File: src/rtl/sd_cmd_pkg.sv
package sd_cmd_pkg;
  localparam int ADDR_W = 4;
  localparam int REG_W  = 32;

  localparam logic [ADDR_W-1:0] A_GCTL  = 4'd0;
  localparam logic [ADDR_W-1:0] A_CLK   = 4'd1;
  localparam logic [ADDR_W-1:0] A_CMD   = 4'd2;
  localparam logic [ADDR_W-1:0] A_ARG   = 4'd3;
  localparam logic [ADDR_W-1:0] A_RESP0 = 4'd4;
  localparam logic [ADDR_W-1:0] A_MASK  = 4'd8;
  localparam logic [ADDR_W-1:0] A_RAW   = 4'd9;
  localparam logic [ADDR_W-1:0] A_STAT  = 4'd10;

  localparam int C_RESP = 6;
  localparam int C_LONG = 7;
  localparam int C_CRC  = 8;
  localparam int C_DATA = 9;
  localparam int C_INIT = 15;
  localparam int C_UPD  = 21;
  localparam int C_LOAD = 31;

  localparam int G_IRQ_EN = 4;
  localparam int K_EN     = 16;

  localparam int S_RERR = 1;
  localparam int S_DONE = 2;
  localparam int S_RCRC = 6;
  localparam int S_RTO  = 8;
  localparam int S_SBE  = 13;
  localparam int S_EBE  = 15;

  localparam int T_BUSY = 9;
  localparam int T_FSM  = 10;

  typedef enum logic [1:0] {ST_IDLE, ST_ISSUE, ST_WAIT} issue_st_e;

  typedef struct packed {
    logic resp_err;
    logic end_err;
    logic start_err;
    logic crc_err;
    logic timeout;
  } eng_err_t;

  typedef struct packed {
    logic [5:0] index;
    logic       resp;
    logic       long_r;
    logic       crc;
    logic       init;
  } act_cmd_t;
endpackage

File: src/rtl/sd_cmd_seq.sv
module sd_cmd_seq
  import sd_cmd_pkg::*;
(
  input  logic      clk_i,
  input  logic      rst_ni,
  input  logic      pend_i,
  input  logic      upd_i,
  input  logic      data_i,
  input  logic      busy_i,
  input  logic      done_i,
  output logic      accept_o,
  output logic      clk_apply_o,
  output logic      cap_o,
  output logic      start_o,
  output issue_st_e st_o
);
  issue_st_e st_q, st_d;

  always_comb begin
    st_d        = st_q;
    accept_o    = 1'b0;
    clk_apply_o = 1'b0;
    cap_o       = 1'b0;
    unique case (st_q)
      ST_IDLE: begin
        if (pend_i) begin
          if (upd_i) begin
            accept_o    = 1'b1;
            clk_apply_o = 1'b1;
          end else if (!(data_i && busy_i)) begin
            accept_o = 1'b1;
            st_d     = ST_ISSUE;
          end
        end
      end
      ST_ISSUE: st_d = ST_WAIT;
      ST_WAIT: begin
        if (done_i) begin
          cap_o = 1'b1;
          st_d  = ST_IDLE;
        end
      end
      default: st_d = ST_IDLE;
    endcase
  end

  always_ff @(posedge clk_i or negedge rst_ni) begin
    if (!rst_ni) st_q <= ST_IDLE;
    else         st_q <= st_d;
  end

  assign start_o = (st_q == ST_ISSUE);
  assign st_o    = st_q;
endmodule

File: src/rtl/sd_cmd_resp.sv
module sd_cmd_resp
  import sd_cmd_pkg::*;
#(
  parameter int RESP_WORDS = 4,
  localparam int RESP_W    = RESP_WORDS * REG_W
) (
  input  logic                             clk_i,
  input  logic                             rst_ni,
  input  logic                             cap_i,
  input  logic                             resp_i,
  input  logic                             long_i,
  input  logic                             crc_chk_i,
  input  eng_err_t                         err_i,
  input  logic [RESP_W-1:0]                data_i,
  input  logic                             clr_we_i,
  input  logic [REG_W-1:0]                 clr_i,
  output logic [RESP_WORDS-1:0][REG_W-1:0] resp_o,
  output logic [REG_W-1:0]                 raw_o
);
  logic [REG_W-1:0] set_v, clr_v, raw_q;

  for (genvar g = 0; g < RESP_WORDS; g++) begin : g_word
    logic wr_en;
    if (g == 0) begin : g_first
      assign wr_en = cap_i && resp_i;
    end else begin : g_upper
      assign wr_en = cap_i && resp_i && long_i;
    end
    always_ff @(posedge clk_i or negedge rst_ni) begin
      if (!rst_ni)    resp_o[g] <= '0;
      else if (wr_en) resp_o[g] <= data_i[g*REG_W +: REG_W];
    end
  end

  always_comb begin
    set_v = '0;
    if (cap_i) begin
      set_v[S_DONE] = 1'b1;
      set_v[S_RTO]  = err_i.timeout;
      set_v[S_RCRC] = err_i.crc_err && crc_chk_i;
      set_v[S_SBE]  = err_i.start_err;
      set_v[S_EBE]  = err_i.end_err;
      set_v[S_RERR] = err_i.resp_err;
    end
    clr_v = clr_we_i ? clr_i : '0;
  end

  // set wins over a same-cycle clear
  always_ff @(posedge clk_i or negedge rst_ni) begin
    if (!rst_ni) raw_q <= '0;
    else         raw_q <= (raw_q & ~clr_v) | set_v;
  end

  assign raw_o = raw_q;
endmodule

File: src/rtl/sd_clk_upd.sv
module sd_clk_upd #(
  parameter int DIV_W = 8
) (
  input  logic             clk_i,
  input  logic             rst_ni,
  input  logic             apply_i,
  input  logic             en_i,
  input  logic [DIV_W-1:0] div_i,
  output logic             en_o,
  output logic [DIV_W-1:0] div_o
);
  always_ff @(posedge clk_i or negedge rst_ni) begin
    if (!rst_ni) begin
      en_o  <= 1'b0;
      div_o <= '0;
    end else if (apply_i) begin
      en_o  <= en_i;
      div_o <= div_i;
    end
  end
endmodule

File: src/rtl/sd_cmd_issue.sv
module sd_cmd_issue
  import sd_cmd_pkg::*;
#(
  parameter int RESP_WORDS = 4,
  parameter int DIV_W      = 8,
  localparam int RESP_W    = RESP_WORDS * REG_W
) (
  input  logic              clk_i,
  input  logic              rst_ni,
  input  logic              reg_we_i,
  input  logic [ADDR_W-1:0] reg_addr_i,
  input  logic [REG_W-1:0]  reg_wdata_i,
  output logic [REG_W-1:0]  reg_rdata_o,
  input  logic              card_busy_i,
  output logic              eng_start_o,
  output logic [5:0]        eng_index_o,
  output logic [REG_W-1:0]  eng_arg_o,
  output logic              eng_resp_o,
  output logic              eng_long_o,
  output logic              eng_init_o,
  input  logic              eng_done_i,
  input  logic              eng_timeout_i,
  input  logic              eng_crc_err_i,
  input  logic              eng_start_err_i,
  input  logic              eng_end_err_i,
  input  logic              eng_resp_err_i,
  input  logic [RESP_W-1:0] eng_resp_i,
  output logic              card_clk_en_o,
  output logic [DIV_W-1:0]  card_clk_div_o,
  output logic              irq_o
);
  logic [REG_W-1:0] gctl_q, clk_q, cmd_q, arg_q, mask_q, raw;
  logic [REG_W-1:0] act_arg_q, stat;
  logic [RESP_WORDS-1:0][REG_W-1:0] resp;
  act_cmd_t  act_q;
  eng_err_t  err;
  issue_st_e st;
  logic accept, clk_apply, cap;

  function automatic logic wr_hit(input logic [ADDR_W-1:0] a);
    return reg_we_i && (reg_addr_i == a);
  endfunction

  always_ff @(posedge clk_i or negedge rst_ni) begin
    if (!rst_ni) begin
      gctl_q <= '0;
      clk_q  <= '0;
      arg_q  <= '0;
      mask_q <= '0;
    end else begin
      if (wr_hit(A_GCTL)) gctl_q <= reg_wdata_i;
      if (wr_hit(A_CLK))  clk_q  <= reg_wdata_i;
      if (wr_hit(A_ARG))  arg_q  <= reg_wdata_i;
      if (wr_hit(A_MASK)) mask_q <= reg_wdata_i;
    end
  end

  // command word locked while load bit pending
  always_ff @(posedge clk_i or negedge rst_ni) begin
    if (!rst_ni)                          cmd_q         <= '0;
    else if (wr_hit(A_CMD) && !cmd_q[C_LOAD]) cmd_q     <= reg_wdata_i;
    else if (accept)                      cmd_q[C_LOAD] <= 1'b0;
  end

  always_ff @(posedge clk_i or negedge rst_ni) begin
    if (!rst_ni) begin
      act_q     <= '0;
      act_arg_q <= '0;
    end else if (accept && !cmd_q[C_UPD]) begin
      act_q.index  <= cmd_q[5:0];
      act_q.resp   <= cmd_q[C_RESP];
      act_q.long_r <= cmd_q[C_LONG];
      act_q.crc    <= cmd_q[C_CRC];
      act_q.init   <= cmd_q[C_INIT];
      act_arg_q    <= arg_q;
    end
  end

  sd_cmd_seq u_seq (
    .clk_i       (clk_i),
    .rst_ni      (rst_ni),
    .pend_i      (cmd_q[C_LOAD]),
    .upd_i       (cmd_q[C_UPD]),
    .data_i      (cmd_q[C_DATA]),
    .busy_i      (card_busy_i),
    .done_i      (eng_done_i),
    .accept_o    (accept),
    .clk_apply_o (clk_apply),
    .cap_o       (cap),
    .start_o     (eng_start_o),
    .st_o        (st)
  );

  assign err = '{resp_err:  eng_resp_err_i,
                 end_err:   eng_end_err_i,
                 start_err: eng_start_err_i,
                 crc_err:   eng_crc_err_i,
                 timeout:   eng_timeout_i};

  sd_cmd_resp #(.RESP_WORDS(RESP_WORDS)) u_resp (
    .clk_i     (clk_i),
    .rst_ni    (rst_ni),
    .cap_i     (cap),
    .resp_i    (act_q.resp),
    .long_i    (act_q.long_r),
    .crc_chk_i (act_q.crc),
    .err_i     (err),
    .data_i    (eng_resp_i),
    .clr_we_i  (wr_hit(A_RAW)),
    .clr_i     (reg_wdata_i),
    .resp_o    (resp),
    .raw_o     (raw)
  );

  sd_clk_upd #(.DIV_W(DIV_W)) u_clk (
    .clk_i   (clk_i),
    .rst_ni  (rst_ni),
    .apply_i (clk_apply),
    .en_i    (clk_q[K_EN]),
    .div_i   (clk_q[DIV_W-1:0]),
    .en_o    (card_clk_en_o),
    .div_o   (card_clk_div_o)
  );

  always_comb begin
    stat         = '0;
    stat[T_BUSY] = card_busy_i;
    stat[T_FSM]  = (st != ST_IDLE);
  end

  always_comb begin
    reg_rdata_o = '0;
    unique case (reg_addr_i)
      A_GCTL:  reg_rdata_o = gctl_q;
      A_CLK:   reg_rdata_o = clk_q;
      A_CMD:   reg_rdata_o = cmd_q;
      A_ARG:   reg_rdata_o = arg_q;
      A_MASK:  reg_rdata_o = mask_q;
      A_RAW:   reg_rdata_o = raw;
      A_STAT:  reg_rdata_o = stat;
      default: reg_rdata_o = '0;
    endcase
    for (int i = 0; i < RESP_WORDS; i++) begin
      if (reg_addr_i == ADDR_W'(int'(A_RESP0) + i)) reg_rdata_o = resp[i];
    end
  end

  assign eng_index_o = act_q.index;
  assign eng_arg_o   = act_arg_q;
  assign eng_resp_o  = act_q.resp;
  assign eng_long_o  = act_q.long_r;
  assign eng_init_o  = act_q.init;
  assign irq_o       = gctl_q[G_IRQ_EN] && |(raw & mask_q);
endmodule

File: config.mk
export PLATFORM = sky130hd
export DESIGN_NAME = sd_cmd_issue
export DESIGN_NICKNAME = d
export VERILOG_FILES = /design/src/rtl/sd_cmd_pkg.sv /design/src/rtl/sd_cmd_seq.sv /design/src/rtl/sd_cmd_resp.sv /design/src/rtl/sd_clk_upd.sv /design/src/rtl/sd_cmd_issue.sv
export SDC_FILE = /design/constraint.sdc
export NUM_CORES = 1
export LEC_CHECK = 0
export BUFFER_PORTS_ARGS = -buffer_cell sky130_fd_sc_hd__clkbuf_2
export CORE_ASPECT_RATIO = 0.8
export CORE_MARGIN = 2
export CORE_UTILIZATION = 45
export DETAILED_ROUTE_END_ITERATION = 6
export PLACE_DENSITY = 0.7
export SETUP_SLACK_MARGIN = 0.2
export SLEW_MARGIN = 20
export SYNTH_ARGS = -nofsm -noshare
export SYNTH_HDL_FRONTEND = slang
export SYNTH_SLANG_ARGS = --single-unit
File: constraint.sdc
create_clock -name clk_i -period 4.5 [get_ports clk_i]
set_clock_uncertainty 0.15 [all_clocks]
set_input_delay 0.45 -clock clk_i [delete_from_list [all_inputs] [get_ports clk_i]]
set_output_delay 0.45 -clock clk_i [all_outputs]
set_load 0.02 [all_outputs]
==> metrics.md <==
| Metric | Value |
|---|---|
| Number of synthesized flops with an enable pin | `0` |
| Total iterations of the first detailed-routing run | `5` |
| Fin crit period | `3.338 ns` |
| Delay-heaviest family, CP | `buffers and inverters` |
| Reg2reg start | `u_seq.st_o[0]` |
| Unique masters post-synth | `59` |
| CTS max path bufs | `3` |
| I/O Pins | `258` |
| Number of remaining DRC errors | `0` |
| Top FF cell, synth | `dfrtp_1` |
| # rows | `63` |
| Die Ht | `177.0 um` |
| Top post-synthesis cells by area | `dfrtp_1 55%, mux2_2 19%, nand2_1 4.5%` |
| Reg power frac | `45.8%` |
| Dpl hpwl | `37280 um` |
| Power density over the cells | `427.5 mW/mm^2` |
| Design area | `0.02114 mm^2` |
| GP Congestion | `0.9196` |
| Setup Fix Bufs, Post-CTS | `0` |
| Placeable Area | `0.03697 mm^2` |
| DRT iter0 DRCs | `1133` |
| Setup-failing EPs final | `0` |
| Leakage | `10.37 nW` |
| Port bufs | `257` |
| Num CTS Buffers | `39` |
| Top Metal Used | `met4` |
| CP bufs+invs | `4` |
| Number of global-route vias before repair | `13363` |
| RSZ-0062 raised after global routing | `no` |
| Share of cells above drive strength 1 | `38.92%` |
| Combinational share of power | `15.7%` |
| Slew headroom | `35.55%` |
| Internal power | `6.601 mW` |
| Final Max Slew Viols | `0` |
| ANT nets after route | `0` |
| Hold Fails Final Rpt | `0` |
| Crit path cell chain | `clkbuf_2 > buf_4 > nor4b_2 > buf_4 > a22oi_1 > o211ai_1 > o21ai_1 > nand2_1 > clkbuf_2` |
| Area of placed instances | `0.01868 mm^2` |
| Critical Path Sink Type | `output port` |
| DRT Wirelength | `53900 um` |
| Max Cap Viol | `0` |
| Area fraction of the dominant cell type after synthesis | `55.43%` |
| Most common cell in the netlist | `dfrtp_1` |
| Sw power | `2.434 mW` |
| Fmax | `299.6 MHz` |
| Initial core utilization | `45.55%` |
| Hold Path Origin | `eng_resp_i[110]` |
| Post-route clock period utilization | `74.18%` |
| Clock sinks | `373` |
| Seq cells post-synth | `373` |
| Commonest cells post-synth | `373 x dfrtp_1, 280 x mux2_2, 203 x nand2_1, 48 x a22oi_1, 45 x buf_2` |
| Post-synth ARST share | `100.0%` |
| Reg-to-Reg End | `u_resp.resp_o[119]` |
| Worst vdd ir | `0.4512 mV` |
| Crit-path max cell delay | `0.61 ns` |
| Worst setup SP type | `input pin` |
| Status | `completed` |
| Path depth of the worst reg2reg path | `4` |
| Hold Path Stages | `2` |
| H-tree levels | `2` |
| Area growth from synthesis to layout | `25.51%` |
| Yosys synthesis warning count | `0` |
| Clock Power Share | `38.5%` |
| Clock Latency Late Sink | `0.54 ns` |
| Hold WC Path Type | `input pin to flop` |
| WL met2 | `25620 um` |
| Syn Inst Count | `1373` |
| WL met1 | `22240 um` |
| Mapped Nets | `1547` |
| Critical path class | `input pin to output port` |
| Nets | `1899` |
| Initial antenna violation count | `2` |
| Worst slew pin tran | `0.9667 ns` |
| Via density | `5.757` |
| Post-synth top area cell | `dfrtp_1` |
| Slowest-stage cell, CP | `nor4b_2` |
| Mean Syn Cell Area | `12.27 um^2` |
| Switch share | `26.94%` |
| Pwr Total | `9.035 mW` |
| Die Wd | `220.3 um` |
| CP Data Arrival Time | `2.74 ns` |
| CP required | `3.90 ns` |
| CP Max Fanout | `61` |
| Clock-pin slew on the worst setup and hold paths | `0.06 ns` |
| Synthesized cell area | `0.01684 mm^2` |
| Die ar. | `0.03900 mm^2` |
| Reg-to-reg setup timing slack | `1.58 ns` |
| Largest net degree at the start of global routing | `114` |
| All-Layer GR Usage | `27.81%` |
| First-pass GRT wire length | `81150 um` |
| Hold endpoint | `u_resp.resp_o[110]` |
| Root Driver | `clkbuf_16` |
| Final setup TNS | `0 ns` |
| Sequential fraction of the synthesis area | `55.43%` |
| Met3 wire length | `4091 um` |
| Wire length per cell | `24.02 um` |
| CTS tree | `built` |
| Vias | `12919` |
| Grt ovf | `0` |
## layout by cell type (no fill, tap or decap), drive strengths merged, types with 5 or more instances in the layout
| master | Yosys | routed |
|---|---|---|
| o221ai | 10 | 10 |
| o22ai | 22 | 22 |
| nand3 | 11 | 11 |
| mux2 | 314 | 314 |
| a22o | 5 | 5 |
| o21ai | 43 | 43 |
| a2bb2oi | 5 | 5 |
| a21oi | 43 | 43 |
| nor3 | 5 | 5 |
| clkinv | 2 | 11 |
| nor2 | 27 | 27 |
| bufinv | 0 | 5 |
| dlygate4sd3 | 0 | 107 |
| nor2b | 24 | 24 |
| a221oi | 14 | 14 |
| and3 | 5 | 5 |
| dfrtp | 373 | 373 |
| a22oi | 48 | 48 |
| clkbuf | 30 | 312 |
| inv | 10 | 10 |
| a31oi | 6 | 6 |
| a21o | 9 | 9 |
| mux2i | 24 | 24 |
| buf | 60 | 38 |
| nand2 | 203 | 203 |
| a21boi | 26 | 26 |
## power by group through the flow
stage	sequential, mW	combinational, mW	clock (mW)
floorplan	4.15	0.746	0
global placement	4.17	1.31	0
detailed placement	4.18	1.34	0
CTS	4.13	1.42	3.53
global route	4.19	1.53	3.69
finish	4.14	1.42	3.48
## logic make-up (layout without fill, tap and decap cells)
logic type / Yosys count / count (layout) / share of synthesized area, %
buffers and inverters: 102 / 484 / 2.942
other: 0 / 2 / 0
muxes: 340 / 340 / 23.34
DFF: 373 / 373 / 55.43
AOI/OAI and AO/OA: 260 / 260 / 10.57
and+or+nand+nor: 298 / 298 / 7.720
## metal layers
layer	track usage, %	up-vias
met5	0	-
met4	10.07	0
met3	5.670	107
met2	44.61	562
met1	37.48	6596
li1	-	5654
## through the flow
stage | cells | util [%] | worst slack (ns) | hold slack [ns]
after floorplan | 1373 | - | 1.864 | 0.004409
after global placement | 2064 | 50.52 | 1.330 | 0.3113
after detailed placement | 2064 | 50.52 | 1.246 | 0.3117
after CTS | 2241 | 57.13 | 1.242 | 0.0005624
after global routing | 2243 | 57.17 | 1.079 | 0.0005172
final | 2244 | 57.17 | 1.162 | 0.005272
## registers in the layout, indices dropped and copies added, names as in the netlist, 2 cells and up
register	flops
cmd_q	32
u_resp.raw_o	32
clk_q	32
mask_q	32
eng_index_o	6
u_clk.div_o	8
gctl_q	32
eng_arg_o	32
u_seq.st_o	2
u_resp.resp_o	128
arg_q	32
## worst max path at each step
stage	startpoint	endpoint	slack, ns	depth (start not counted)
3_3_place_gp	reg_addr_i[2]	reg_rdata_o[14]	1.33	9
4_1_cts	reg_addr_i[2]	reg_rdata_o[14]	1.24	9
6_report	reg_addr_i[2]	reg_rdata_o[14]	1.16	9
5_1_grt	reg_addr_i[2]	reg_rdata_o[14]	1.08	9
3_5_place_dp	reg_addr_i[2]	reg_rdata_o[14]	1.25	9
2_1_floorplan	reg_addr_i[1]	reg_rdata_o[20]	1.86	5
## repair_timing
item,CTS,global route
endpoints found under the hold margin,211,1
gates resized for setup,0,0
hold buffers,106,1
## area by class of cell
type                            instances  area [um^2]
Antenna cell                            2        5.005
Clock inverter                         15        202.7
Sequential cell                       373         9334
Timing Repair Buffer                  401         2720
Fill cell                            3060        15830
Inverter                               12        45.04
Multi-Input combinational cell        898         7038
Clock buffer                           56         1182
Tap cell                              487        609.3
Note: power is estimated with default switching activity, not from simulation.
